$ cat src/rtl/pic_pkg.sv
package pic_pkg;

  // Word index field is two bits wide: up to four words per bank.
  localparam int IDX_W     = 2;
  localparam int MAX_WORDS = 1 << IDX_W;

  // Address region codes held in address bits [7:4].
  localparam logic [3:0] REGION_NMI = 4'h0;
  localparam logic [3:0] REGION_IRQ = 4'h1;
  localparam logic [3:0] REGION_FIQ = 4'h2;
  localparam logic [3:0] REGION_EN  = 4'h4;

  typedef enum logic [2:0] {
    RD_NONE = 3'd0,
    RD_IRQ  = 3'd1,
    RD_FIQ  = 3'd2,
    RD_EN   = 3'd3,
    RD_NMI  = 3'd4
  } rdSel_e;

  // Strobes from the control to the datapath.
  typedef struct packed {
    logic             fiqClr;
    logic             enWr;
    logic             nmiWr;
    rdSel_e           rdSel;
    logic [IDX_W-1:0] wordIdx;
  } ctrlStrobe_t;

endpackage

$ cat src/rtl/pic_ctrl.sv
module pic_ctrl
  import pic_pkg::*;
#(
  parameter int NUM_WORDS = 3,
  parameter int ADDR_W    = 8
) (
  input  logic [ADDR_W-1:0] regAddr,
  input  logic              regWrEn,
  output ctrlStrobe_t       strobe
);

  logic             upperZero;
  logic [3:0]       region;
  logic [IDX_W-1:0] wordIdx;
  logic             aligned;
  logic             idxInRange;

  generate
    if (ADDR_W > 8) begin : g_wide
      assign upperZero = (regAddr[ADDR_W-1:8] == '0);
    end else begin : g_narrow
      assign upperZero = 1'b1;
    end
  endgenerate

  assign region     = regAddr[7:4];
  assign wordIdx    = regAddr[3:2];
  assign aligned    = (regAddr[1:0] == 2'b00);
  assign idxInRange = ({1'b0, wordIdx} < (IDX_W+1)'(NUM_WORDS));

  always_comb begin
    strobe         = '0;
    strobe.rdSel   = RD_NONE;
    strobe.wordIdx = wordIdx;
    if (upperZero && aligned) begin
      unique case (region)
        REGION_NMI: begin
          if (wordIdx == '0) begin
            strobe.rdSel = RD_NMI;
            strobe.nmiWr = regWrEn;
          end
        end
        REGION_IRQ: begin
          // Read-only view; a write here is accepted and dropped.
          if (idxInRange) strobe.rdSel = RD_IRQ;
        end
        REGION_FIQ: begin
          if (idxInRange) begin
            strobe.rdSel  = RD_FIQ;
            strobe.fiqClr = regWrEn;
          end
        end
        REGION_EN: begin
          if (idxInRange) begin
            strobe.rdSel = RD_EN;
            strobe.enWr  = regWrEn;
          end
        end
        default: ;
      endcase
    end
  end

endmodule

$ cat src/rtl/pic_datapath.sv
module pic_datapath
  import pic_pkg::*;
#(
  parameter int NUM_WORDS = 3,
  parameter int WORD_W    = 32
) (
  input  logic                        clk,
  input  logic                        rstN,
  input  logic [NUM_WORDS*WORD_W-1:0] irqLines,
  input  logic [WORD_W-1:0]           wrData,
  input  ctrlStrobe_t                 strobe,
  output logic [WORD_W-1:0]           rdData,
  output logic                        irqOut
);

  logic [NUM_WORDS-1:0][WORD_W-1:0] irqView;
  logic [NUM_WORDS-1:0][WORD_W-1:0] fiqView;
  logic [NUM_WORDS-1:0][WORD_W-1:0] enView;
  logic [NUM_WORDS-1:0]             wordActive;
  logic [WORD_W-1:0]                nmiQ;

  for (genvar w = 0; w < NUM_WORDS; w++) begin : g_word
    logic [WORD_W-1:0] irqPendQ;
    logic [WORD_W-1:0] fiqPendQ;
    logic [WORD_W-1:0] enableQ;
    logic [WORD_W-1:0] lineWord;
    logic [WORD_W-1:0] riseWord;
    logic [WORD_W-1:0] clrWord;
    logic              hit;

    assign lineWord = irqLines[w*WORD_W +: WORD_W];
    assign hit      = (strobe.wordIdx == IDX_W'(w));
    // Rising level: high now, low at the previous sample.
    assign riseWord = lineWord & ~irqPendQ;
    assign clrWord  = (strobe.fiqClr && hit) ? wrData : '0;

    always_ff @(posedge clk or negedge rstN) begin
      if (!rstN) begin
        irqPendQ <= '0;
        fiqPendQ <= '0;
        enableQ  <= '0;
      end else begin
        irqPendQ <= lineWord;
        // Set is applied after clear, so a same-edge set wins.
        fiqPendQ <= (fiqPendQ & ~clrWord) | riseWord;
        if (strobe.enWr && hit) enableQ <= wrData;
      end
    end

    assign irqView[w]    = irqPendQ;
    assign fiqView[w]    = fiqPendQ;
    assign enView[w]     = enableQ;
    assign wordActive[w] = |(irqPendQ & enableQ);
  end

  always_ff @(posedge clk or negedge rstN) begin
    if (!rstN)             nmiQ <= '0;
    else if (strobe.nmiWr) nmiQ <= wrData;
  end

  always_comb begin
    rdData = '0;
    if (strobe.rdSel == RD_NMI) begin
      rdData = nmiQ;
    end else begin
      for (int w = 0; w < NUM_WORDS; w++) begin
        if (strobe.wordIdx == IDX_W'(w)) begin
          unique case (strobe.rdSel)
            RD_IRQ:  rdData = irqView[w];
            RD_FIQ:  rdData = fiqView[w];
            RD_EN:   rdData = enView[w];
            default: ;
          endcase
        end
      end
    end
  end

  assign irqOut = |wordActive;

endmodule

$ cat src/rtl/pic_level_ctrl.sv
module pic_level_ctrl
  import pic_pkg::*;
#(
  parameter int NUM_WORDS = 3,
  parameter int WORD_W    = 32,
  parameter int ADDR_W    = 8
) (
  input  logic                        clk,
  input  logic                        rstN,
  input  logic [NUM_WORDS*WORD_W-1:0] irqLines,
  input  logic [ADDR_W-1:0]           regAddr,
  input  logic                        regWrEn,
  input  logic [WORD_W-1:0]           regWrData,
  output logic [WORD_W-1:0]           regRdData,
  output logic                        irqOut
);

  ctrlStrobe_t strobe;

  pic_ctrl #(
    .NUM_WORDS(NUM_WORDS),
    .ADDR_W   (ADDR_W)
  ) u_ctrl (
    .regAddr(regAddr),
    .regWrEn(regWrEn),
    .strobe (strobe)
  );

  pic_datapath #(
    .NUM_WORDS(NUM_WORDS),
    .WORD_W   (WORD_W)
  ) u_dp (
    .clk     (clk),
    .rstN    (rstN),
    .irqLines(irqLines),
    .wrData  (regWrData),
    .strobe  (strobe),
    .rdData  (regRdData),
    .irqOut  (irqOut)
  );

endmodule

$ cat config.mk
export PLATFORM = sky130hd
export DESIGN_NAME = pic_level_ctrl
export DESIGN_NICKNAME = d
export VERILOG_FILES = /design/src/rtl/pic_pkg.sv /design/src/rtl/pic_ctrl.sv /design/src/rtl/pic_datapath.sv /design/src/rtl/pic_level_ctrl.sv
export SDC_FILE = /design/constraint.sdc
export NUM_CORES = 1
export LEC_CHECK = 0
export BUFFER_PORTS_ARGS = -buffer_cell sky130_fd_sc_hd__buf_2
export CORE_MARGIN = 10
export CORE_UTILIZATION = 40
export DETAILED_ROUTE_END_ITERATION = 8
export PLACE_DENSITY_LB_ADDON = 0.2
export SYNTH_ARGS = -nofsm -noshare
export SYNTH_HDL_FRONTEND = slang
export SYNTH_SLANG_ARGS = --single-unit
$ cat constraint.sdc
create_clock -name clk -period 9.8 [get_ports clk]
set_clock_uncertainty 0.15 [all_clocks]
set_input_delay 2.94 -clock clk [delete_from_list [all_inputs] [get_ports clk]]
set_output_delay 2.94 -clock clk [all_outputs]
set_load 0.05 [all_outputs]
# Word-level counts from Yosys, hierarchy flattened
# Index checks and enable logic that the tools add are counted.
# word_totals
register_bits,320
word_cells,68
inputBits,139
output_inout_bits,33
# classes
order_cmp,1
n_mux,20
eq_ne,9
reduce_logical,10
bitwise_logic,18
# ops
op,count
$and A32 B32 Y32,9
$pmux W32 S3,3
$mux W32,7
$not A32 Y32,6
$or A32 B32 Y32,3
$reduce_or A96 Y1,1
$pmux W3 S4,1
$eq A3 B2 Y1 const B,2
$logic_and A1 B1 Y1,6
$mux W6,1
$mux W1,5
$eq A4 B1 Y1 const B,1
$eq A4 B2 Y1 const B,1
$eq A4 B3 Y1 const B,1
$logic_not A2 Y1,2
$logic_not A4 Y1,1
$mux W2,2
$mux W4,1
$eq A3 B1 Y1 const B,1
$eq A3 B3 Y1 const B,1
$eq A2 B1 Y1 const B,1
$eq A2 B2 Y1 const B,1
$lt A2 B2 Y1 const B,1

# Depth between registers and ports, before layout
# logic_depth
ltp_word,12
depth_mapped,8
mapped_depth_nobuf,5

# Hierarchy
# A second synthesis with hierarchy kept.
# hier_totals
hier_cells,1261
hier_area_um2,14722.9
# modules_own_cells
module,cells_per_inst,seq_area_each_um2,instances,area_each_um2
pic_datapath,1244,8007.7,1,14602.8
pic_ctrl,17,0.0,1,120.1

# Worst setup path after synthesis
# Ideal clock, no wire load.
# synth_timing
path_kind,input port to output port
start,input regAddr[4]
end,output regRdData[16]
slack_ns,1.162
arrival_ns,5.548
path_stages,7
cell_sequence,clkbuf_1 or4b_1 buf_2 nor2_2 buf_2 a211oi_1 o31ai_1
# synth_via
elab_chain_cells,11
elab_cells_between_ends,17
cone_classes,7 x eq/ne; 9 x mux; 1 x reduce/logical
# synth_lines
item,line,text
"start, declared",pic_level_ctrl.sv:11,"input logic [ADDR_W-1:0] regAddr,"
"$eq A4 B3 Y1, or another cell as far along",pic_ctrl.sv:36,unique case (region)
$pmux W3 S4 (*),pic_ctrl.sv:36,
$mux W6 (*),pic_ctrl.sv:35,if (upperZero && aligned) begin
$eq A3 B2 Y1 / $eq A3 B1 Y1 (equally long branches),pic_datapath.sv:68,unique case (strobe.rdSel)
$pmux W32 S3,pic_datapath.sv:68,
$mux W32,pic_datapath.sv:67,if (strobe.wordIdx == IDX_W'(w)) begin
$pmux W32 S3,pic_datapath.sv:68,
$mux W32,pic_datapath.sv:67,
$pmux W32 S3,pic_datapath.sv:68,
$mux W32,pic_datapath.sv:67,
$mux W32 (*),pic_datapath.sv:63,if (strobe.rdSel == RD_NMI) begin
"end, declared",pic_level_ctrl.sv:14,"output logic [WORD_W-1:0] regRdData,"
# Every way passes the cells marked *; elsewhere a longest branch is shown, timed or not.

# Worst setup path after layout
# layout_timing
start,input regAddr[2]
end,output regRdData[20]
# layout_via
elab_chain_cells,12
elab_cells_between_ends,21
cone_classes,1 x order compare; 6 x eq/ne; 13 x mux; 1 x reduce/logical
# layout_lines
item,line,text
$lt A2 B2 Y1 / $logic_not A2 Y1 (equally long branches),"pic_ctrl.sv:29, pic_ctrl.sv:38, pic_datapath.sv:67",
"$mux W2, or another cell as far along",pic_ctrl.sv:54,if (idxInRange) begin
$pmux W3 S4,pic_ctrl.sv:36,
$mux W6,pic_ctrl.sv:35,
$eq A3 B2 Y1 / $eq A3 B1 Y1 (equally long branches),pic_datapath.sv:68,
$pmux W32 S3,pic_datapath.sv:68,
$mux W32,pic_datapath.sv:67,
$pmux W32 S3,pic_datapath.sv:68,
$mux W32,pic_datapath.sv:67,
$pmux W32 S3,pic_datapath.sv:68,
$mux W32,pic_datapath.sv:67,
$mux W32 (*),pic_datapath.sv:63,
# Marks and branches as above.

==> results_dict.tcl <==
set metrics [dict create \
    holdPathStages 1 \
    port_buffers 171 \
    end_kind "output pin" \
    drive_gt1_share_pct 26.2 \
    clock_sinks 320 \
    synth_top_area_share_pct 55.6 \
    yosys-top-cells-count "dfrtp_1, nand2_1, a22o_1, mux2_2, inv_1" \
    status "finished clean" \
    synth_ff_type "dfrtp_1" \
    power.leakage_uw 0.00832 \
    postCtsHoldBufs 0 \
    ios 172 \
    fin_crit_sh_pct 91.0 \
    r2r_cells 2 \
    coreArea_um2 35600 \
    multi_input_area_um2 5820 \
    grt.total_usage_pct 24.6 \
    nets 1579 \
    routed_wl_um 55600 \
    cap_viol_max_count 0 \
    r2r-end "u_dp.g_word[1].fiqPendQ[21]$_DFF_PN0_" \
    whs_ns 0.342 \
    htreeDepth 2 \
    antenna_left 0 \
    clkTransAtPathRegs_ns 0.06 \
    dieHeight_um 210 \
    place.detailed.hpwl_um 38500 \
    initial_utilization_pct 40.5 \
    dr_total_vias 11800 \
    placed_cell_area_um2 15900 \
    setup.worst_path.class "in2out" \
    cp.arrival_ns 5.83 \
    grt_max_degree 192 \
    grt_pass1_wl_um 81900 \
    ir_drop_uv 172 \
    clock.fmax_mhz 112 \
    synth_area_leaders "dfrtp_1, mux2_2, a22o_1" \
    setup_viol 0 \
    via_per_inst 6.10 \
    maxSlewViolCount 0 \
    yosysWarningCount 0 \
    period_needed_ns 8.92 \
    tightest_slew_ns 1.24 \
    path_max_fanout 28 \
    regArea_um2 8010 \
    syn_nets 1404 \
    finalInstanceArea_um2 17100 \
    die_x_um 210 \
    whs_endpoint "u_dp.nmiQ[28]$_DFFE_PN0P_" \
    async_flop_share_pct 100 \
    cts.path.max_buffers 3 \
    rows 69 \
    fin_setup_tns_ns 0 \
    syn_area_um2 14400 \
    postSynthCellCount 1265 \
    rsz0062_at_grt "false" \
    critical_path_required_ns 6.71 \
    detail_route.wl_per_cell_um 28.8 \
    ys_types 55 \
    maxSlewHeadroom_pct 17.0 \
    r2r-start "u_dp.g_word[1].irqPendQ[21]$_DFF_PN0_" \
    synth-edff-count 0 \
    rrSetupSlack_ns 8.74 \
    grt_overflow 0 \
    antenna_found_initial 2 \
    drt-initial-drc-count 1465 \
    hold_viol 0 \
    p_total_uw 2990 \
    place.gp.congestion 0.921 \
    ys_seq_area_share_pct 55.6 \
    grt_pass1_vias 12000 \
    cts_buffers 36 \
    utilization_pct 48.0 \
    min_from "u_dp.nmiQ[28]$_DFFE_PN0P_" \
    crit_path_start_kind "primary input" \
    areaGrowthSynthToFinish_pct 18.5 \
    cts_tree "done" \
    fill_cells 3339 \
    power_density_nw_per_um2 175 \
    synth_top_cell_by_area "dfrtp_1" \
    post-cts-setup-buffer-count 0 \
    clock_latency_ns 0.53 \
    synth.ff_latch_count 320 \
    dr.pass1.iters 6 \
    synth.avg_cell_area_um2 11.4 \
    cts_resized 0 \
    yosysMostFrequentCell "dfrtp_1" \
    clock-root-buffer "clkbuf_16" \
    die_area_um2 44000 \
    drc 0 \
    hold_class "reg2reg" \
]
[worst max-delay path by stage]
stage / startpoint / to / slack [ns] / depth (start not counted)
after floorplan: regAddr[4] / regRdData[16] / 1.16 / 7
after global placement: regAddr[2] / regRdData[20] / 1.08 / 7
after detailed placement: regAddr[2] / regRdData[20] / 1.01 / 7
after CTS: regAddr[2] / regRdData[20] / 0.99 / 7
after global routing: regAddr[2] / regRdData[20] / 0.86 / 7
final: regAddr[2] / regRdData[20] / 0.88 / 7
[flip-flops by register name (all words and copies together) (netlist names)]
signal / count
u_dp.g_word.enableQ: 96
u_dp.g_word.fiqPendQ: 96
u_dp.g_word.irqPendQ: 96
u_dp.nmiQ: 32
[per-layer routing]
metal	global-route usage [%]	share of wire, %	up-vias
li1	-	-	5028
met5	0	0.023	-
met2	37.0	44	623
met4	8.66	3.6	2
met1	33.9	43	5999
met3	5.95	9.1	120
[placed cells by master, fill, tap and decap left out, types with 16 or more instances in the layout]
cell type,n
buf_4,32
nand2_1,137
a22oi_1,71
a21oi_1,52
dfrtp_1,320
buf_2,170
mux2i_1,29
a22o_1,129
o211ai_1,17
nor2_1,23
mux2_2,103
clkbuf_16,37
inv_1,97
o21ai_0,42
nand3_1,16
mux2_1,30
[final cells by class]
| cell class | count | share of cell area (%) |
|---|---|---|
| multi-input cells | 780 | 34.1 |
| flip-flops and latches | 320 | 46.9 |
| diodes | 1 | 0.0147 |
| clock inverters | 13 | 0.440 |
| clock buffers | 53 | 6.30 |
| well taps | 461 | 3.38 |
| inverters | 97 | 2.13 |
| repair buffers | 205 | 6.72 |
[power by group]
group,internal (uW),switching (uW),total [uW]
Combinational,82.7,170,253
Clock,764,561,1330
Sequential,1360,45.2,1410
[critical path, cell delays in order]
cell      delay [ns]
buf_2           0.35
a211oi_2        0.69
and2_1          0.76
a22o_1          0.27
a21oi_1         0.05
o311ai_1        0.41
buf_2           0.36
[stage by stage]
step,cells,worst slack (ns)
after global routing,1930,0.860
after floorplan,1265,1.16
after CTS,1929,0.988
final,1930,0.878
after global placement,1863,1.08
after detailed placement,1863,1.01
[cells by family (layout without fill, tap and decap cells)]
family	Yosys count	after routing	share of synthesized area, %
AOI/OAI and AO/OA	387	387	20.1
xor gates and xnor gates	3	3	0.182
buffers and inverters	165	368	4.46
DFF	320	320	55.6
muxes	162	162	12.4
other	0	1	0
and+or+nand+nor	228	228	7.26
Note: power is estimated with default switching activity, not from simulation.
